[src/rtl/wkt_pkg.sv]
`timescale 1ns/1ps
package wkt_pkg;
   localparam logic ADR_CTRL  = 1'b0;
   localparam logic ADR_COUNT = 1'b1;
   localparam int   CB_SEL    = 0;
   localparam int   CB_ALARM  = 1;
   localparam int   CB_ABORT  = 2;
   typedef enum logic {SRC_LP = 1'b0, SRC_FAST = 1'b1} src_e;
endpackage

[src/rtl/wkt_tick_mux.sv]
`timescale 1ns/1ps
module wkt_tick_mux
   import wkt_pkg::*;
(
   input  src_e sel,
   input  logic lp_tick,
   input  logic fast_tick,
   output logic tick
);
   always_comb begin
      unique case (sel)
         SRC_FAST: tick = fast_tick;
         default:  tick = lp_tick;
      endcase
   end
endmodule

[src/rtl/wkt_count_core.sv]
`timescale 1ns/1ps
module wkt_count_core #(
   parameter int CNT_W = 32
) (
   input  logic             clk,
   input  logic             rst_n,
   input  logic             load,
   input  logic [CNT_W-1:0] load_val,
   input  logic             abort,
   input  logic             tick,
   output logic [CNT_W-1:0] cnt,
   output logic             running,
   output logic             expire
);
   localparam logic [CNT_W-1:0] ONE = CNT_W'(1);

   logic [CNT_W-1:0] cnt_q;
   logic             run_q;
   logic             step;

   assign step   = run_q && tick && !load && !abort;
   assign expire = step && (cnt_q == ONE);

   always_ff @(posedge clk or negedge rst_n) begin
      if (!rst_n) begin
         cnt_q <= '0;
         run_q <= 1'b0;
      end else if (abort) begin
         cnt_q <= '0;
         run_q <= 1'b0;
      end else if (load) begin
         cnt_q <= load_val;
         run_q <= 1'b1;
      end else if (step) begin
         cnt_q <= cnt_q - ONE;
         if (cnt_q == ONE) run_q <= 1'b0;
      end
   end

   assign cnt     = cnt_q;
   assign running = run_q;
endmodule

[src/rtl/wkt_ctrl_regs.sv]
`timescale 1ns/1ps
module wkt_ctrl_regs
   import wkt_pkg::*;
(
   input  logic clk,
   input  logic rst_n,
   input  logic ctrl_wr,
   input  logic sel_in,
   input  logic alarm_clr,
   input  logic running,
   input  logic expire,
   output src_e sel,
   output logic alarm
);
   src_e sel_q;
   logic alarm_q;

   always_ff @(posedge clk or negedge rst_n) begin
      if (!rst_n) begin
         sel_q   <= SRC_LP;
         alarm_q <= 1'b0;
      end else begin
         if (ctrl_wr && !running) sel_q <= src_e'(sel_in);
         if (expire)              alarm_q <= 1'b1;
         else if (alarm_clr)      alarm_q <= 1'b0;
      end
   end

   assign sel   = sel_q;
   assign alarm = alarm_q;
endmodule

[src/rtl/wkt_counter_top.sv]
`timescale 1ns/1ps
module wkt_counter_top
   import wkt_pkg::*;
#(
   parameter int DATA_W = 32,
   parameter int CNT_W  = 32
) (
   input  logic              clk,
   input  logic              rst_n,
   input  logic              lp_tick,
   input  logic              fast_tick,
   input  logic              wr_en,
   input  logic              wr_addr,
   input  logic [DATA_W-1:0] wr_data,
   input  logic              rd_addr,
   output logic [DATA_W-1:0] rd_data,
   output logic              irq,
   output logic              wake_req
);
   localparam int PAD_W = DATA_W - CNT_W;

   if (CNT_W < 2)       begin : g_bad_cnt  $error("CNT_W must be at least 2");      end
   if (CNT_W > DATA_W)  begin : g_bad_fit  $error("CNT_W must not exceed DATA_W");  end
   if (DATA_W < 3)      begin : g_bad_data $error("DATA_W must hold control bits"); end

   logic             cnt_wr, ctrl_wr, load, abort, tick, expire;
   logic             run_q, alarm_q;
   logic [CNT_W-1:0] cnt_q;
   src_e             sel_q;
   logic [DATA_W-1:0] cnt_rd, ctrl_rd;

   assign cnt_wr  = wr_en && (wr_addr == ADR_COUNT);
   assign ctrl_wr = wr_en && (wr_addr == ADR_CTRL);
   assign load    = cnt_wr && (wr_data[CNT_W-1:0] != '0);
   assign abort   = ctrl_wr && wr_data[CB_ABORT];

   wkt_tick_mux u_mux (
      .sel(sel_q), .lp_tick(lp_tick), .fast_tick(fast_tick), .tick(tick)
   );

   wkt_count_core #(.CNT_W(CNT_W)) u_core (
      .clk(clk), .rst_n(rst_n), .load(load), .load_val(wr_data[CNT_W-1:0]),
      .abort(abort), .tick(tick), .cnt(cnt_q), .running(run_q), .expire(expire)
   );

   wkt_ctrl_regs u_ctrl (
      .clk(clk), .rst_n(rst_n), .ctrl_wr(ctrl_wr), .sel_in(wr_data[CB_SEL]),
      .alarm_clr(ctrl_wr && wr_data[CB_ALARM]), .running(run_q),
      .expire(expire), .sel(sel_q), .alarm(alarm_q)
   );

   if (PAD_W > 0) begin : g_pad
      assign cnt_rd = {{PAD_W{1'b0}}, cnt_q};
   end else begin : g_nopad
      assign cnt_rd = cnt_q;
   end

   always_comb begin
      ctrl_rd           = '0;
      ctrl_rd[CB_SEL]   = sel_q;
      ctrl_rd[CB_ALARM] = alarm_q;
   end

   assign rd_data  = (rd_addr == ADR_COUNT) ? cnt_rd : ctrl_rd;
   assign irq      = alarm_q;
   assign wake_req = alarm_q;
endmodule

[config.mk]
export PLATFORM = sky130hd
export DESIGN_NAME = wkt_counter_top
export DESIGN_NICKNAME = d
export VERILOG_FILES = /design/src/rtl/wkt_pkg.sv /design/src/rtl/wkt_tick_mux.sv /design/src/rtl/wkt_count_core.sv /design/src/rtl/wkt_ctrl_regs.sv /design/src/rtl/wkt_counter_top.sv
export SDC_FILE = /design/constraint.sdc
export NUM_CORES = 1
export LEC_CHECK = 0
export CAP_MARGIN = 20
export CELL_PAD_IN_SITES_DETAIL_PLACEMENT = 0
export CELL_PAD_IN_SITES_GLOBAL_PLACEMENT = 1
export CORE_UTILIZATION = 38
export CTS_BUF_LIST = sky130_fd_sc_hd__clkbuf_4
export DETAILED_ROUTE_END_ITERATION = 6
export PLACE_DENSITY_LB_ADDON = 0.1
export REMOVE_ABC_BUFFERS = 1
export SETUP_SLACK_MARGIN = 0.02
export SYNTH_ARGS = -nofsm -noshare
export SYNTH_HDL_FRONTEND = slang
export SYNTH_SLANG_ARGS = --single-unit
[constraint.sdc]
create_clock -name clk -period 6.5 [get_ports clk]
set_input_delay 1.95 -clock clk [delete_from_list [all_inputs] [get_ports clk]]
set_output_delay 1.95 -clock clk [all_outputs]
set_load 0.01 [all_outputs]
==> summary.md <==
| Metric | Value |
|---|---|
| Post-Syn Area | `2310 um2` |
| Slew @ Worst Pin | `0.746 ns` |
| Synth area leader | `dfrtp_1` |
| Final hold slack | `0.546 ns` |
| CP Capture Type | `primary output` |
| Dominant cells by area after synthesis | `dfrtp_1 (38%), xnor2_1 (8.7%), and2_1 (8.1%)` |
| Share of the synthesized area in the top cell type | `0.380` |
| Share of layout cells above drive strength 1 | `0.0746` |
| Antenna Nets Post-Route | `0` |
| Most common cell after layout, fill and taps aside | `clkdlybuf4s50_1` |
| Final period utilization | `0.875` |
| RSZ-0062 raised after global routing | `false` |
| CORE AREA | `5890 um2` |
| VDD IR-drop max | `122 uV` |
| H-tree levels | `2` |
| Dpl ws | `0.746 ns` |
| Critical path class | `input pin to primary output` |
| Initial DRC count | `92` |
| DR WL/cell | `15.0 um` |
| Gate Count Post-Synth | `267` |
| # rows | `28` |
| Yosys reg bits | `35` |
| Worst EP required | `4.55 ns` |
| Final total power | `653 uW` |
| Adder-cell area share of the yosys netlist | `0.0109` |
| Crit path time final | `5.69 ns` |
| Die X | `79.9 um` |
| Via density per instance | `5.29` |
| HPWL after detailed placement | `4440 um` |
| Skew final | `0.00893 ns` |
| CTS Sinks | `35` |
| Ant diodes | `0` |
| CP max stage cell | `clkdlybuf4s50_1` |
| Multiplexer area fraction after synthesis | `0.0195` |
| Most frequent cells in the layout | `clkdlybuf4s50_1 (72), dfrtp_1 (35), and2_1 (30)` |
| Detailed-route via count | `2169` |
| Final nets | `375` |
| Total wire length | `6170 um` |
| Resize count post-CTS | `0` |
| Area Overhead vs Synth | `35.8%` |
| Final setup vio count | `0` |
| Worst skew pair latency | `0.34 ns` |
| YS warnings | `0` |
| Worst min-delay path category | `flip-flop to flip-flop` |
| Synth Area in Compound Gates | `0.133` |
| Io pins | `73` |
| Status | `finished, final reports clean` |
| # DRC | `0` |
| Startpoint types | `input pin` |
| First-pass GRT wire length | `10200 um` |
| Clock-pin slew on the worst setup and hold paths | `0.11 ns` |
| Distinct cells, synth | `39` |
| Vias in the first global route | `2116` |
| Relative slew slack | `0.498` |
| Slew Viols, Final | `0` |
| Buffer and inverter count on the worst path | `3` |
| Fmax | `176 MHz` |
| CP delay by family, top | `buffers and inverters` |
| Worst Setup Slack, final | `0.810 ns` |
| Largest net degree at the start of global routing | `60` |
| Post-Synth Simple-Gate Area | `0.297` |
| CTS tree | `built` |
| Data arrival, critical path | `3.74 ns` |
| TritonCTS buffer count | `5` |
| Seq/Total Area, Yosys | `0.380` |
| Root Driver | `clkbuf_4` |
| Xor/xnor share of the synthesized area | `0.114` |
| Cts hold-fix bufs | `0` |
| Initial antenna violation count | `0` |
| Critical Path Fanout Max | `17` |
| Starting Density | `0.392` |
| Global route overflow | `0` |
| Bufs on Longest Clock Path | `2` |
| Overall routing resource usage | `0.210` |
| Largest family of logic cells by synthesized area | `simple AND/OR/NAND/NOR gates` |
| GP Congestion | `0.766` |
| Worst path max stage delay | `0.84 ns` |
| TritonRoute pass-1 iters | `4` |
| Pleak | `1.17 nW` |
| Post-CTS setup buffer count | `0` |
| CP Cell Sequence | `clkdlybuf4s50_1 -> buf_4 -> and2_1 -> clkdlybuf4s50_1` |
| Die area | `6380 um2` |
| DIE HEIGHT | `79.9 um` |
| Final Core Density | `0.532` |
| Port buffer count | `72` |
| Setup TNS | `0 ns` |
| Final hold vios | `0` |
| Crit path top cell by count | `clkdlybuf4s50_1` |
| Max_cap viols | `0` |
| Pwr Density | `209 nW/um2` |
| Mean post-synth cell area | `8.64 um2` |
[state kept, by name, indices dropped and copies added, names as in the netlist]
name and flops:
u_ctrl.alarm 1, u_core.cnt 32, u_ctrl.sel 1, u_core.running 1
[worst paths after layout]
kind                                     from        endpoint  slack [ns]  depth (start not counted)
worst min-delay path             u_ctrl.alarm    u_ctrl.alarm        0.55                          2
max in group asynchronous               rst_n  u_core.cnt[29]        4.14                          2
worst max register to register  u_core.cnt[8]  u_core.cnt[26]        3.89                          5
min in group asynchronous               rst_n  u_core.cnt[16]        2.02                          2
worst max-delay path                  rd_addr     rd_data[26]        0.81                          4
worst min register to register   u_ctrl.alarm    u_ctrl.alarm        0.55                          2
[per-layer routing]
| metal | part of all wire | vias to the layer above | GRT usage |
|---|---|---|---|
| li1 | - | 1089 | - |
| met1 | 0.46 | 1017 | 0.286 |
| met2 | 0.48 | 56 | 0.334 |
| met3 | 0.047 | 7 | 0.0366 |
| met4 | 0.011 | 0 | 0.0750 |
| met5 | 0 | - | 0 |
[Yosys cell counts (all sizes together)]
library cell / instances
a211oi: 5
a21oi: 18
a31o: 2
a31oi: 1
and2: 31
and3b: 1
buf: 6
clkbuf: 9
dfrtp: 35
ha: 2
inv: 11
mux2: 4
nand2: 9
nand3: 4
nand3b: 1
nand4: 7
nand4b: 1
nor2: 18
nor2b: 2
nor3: 13
nor3b: 1
nor4: 17
nor4b: 1
o211ai: 1
o21ai: 20
o22ai: 7
or3: 5
or4: 5
xnor2: 23
xor2: 7
[power breakdown]
part	leakage, nW	switching (mW)	internal [mW]
Clock	0.0307	0.0774	0.0443
Combinational	0.711	0.0975	0.129
Sequential	0.425	0.0506	0.254
Total	1.17	0.225	0.428
[stage by stage]
stage,instance area (um2),cells
2_1_floorplan,2240,252
3_3_place_gp,3080,402
3_5_place_dp,3080,402
4_1_cts,3130,410
5_1_grt,3130,410
6_report,3130,410
[cell type report]
type | instances | area [um2]
Fill cell | 579 | 2750
Multi-Input combinational cell | 206 | 1330
Inverter | 11 | 41.3
Timing Repair Buffer | 75 | 743
Tap cell | 75 | 93.8
Clock inverter | 2 | 7.51
Sequential cell | 35 | 876
Clock buffer | 6 | 45.0
[logic make-up (layout without fill, tap and decap cells)]
logic type | after synthesis | count (layout)
muxes | 4 | 4
and+or+nand+nor | 116 | 116
DFF | 35 | 35
AOI/OAI and AO/OA | 54 | 54
adders and majority gates | 2 | 2
xor gates and xnor gates | 30 | 30
buffers and inverters | 26 | 94
[worst min-delay path: cells and delay by family (launching register included)]
kind             cells  cell delay (ns)
flip-flops           1             0.40
AND/OR/NAND/NOR      1             0.08
AO/OA/AOI/OAI        1             0.05
No activity file was read; power rests on OpenSTA's default activity.
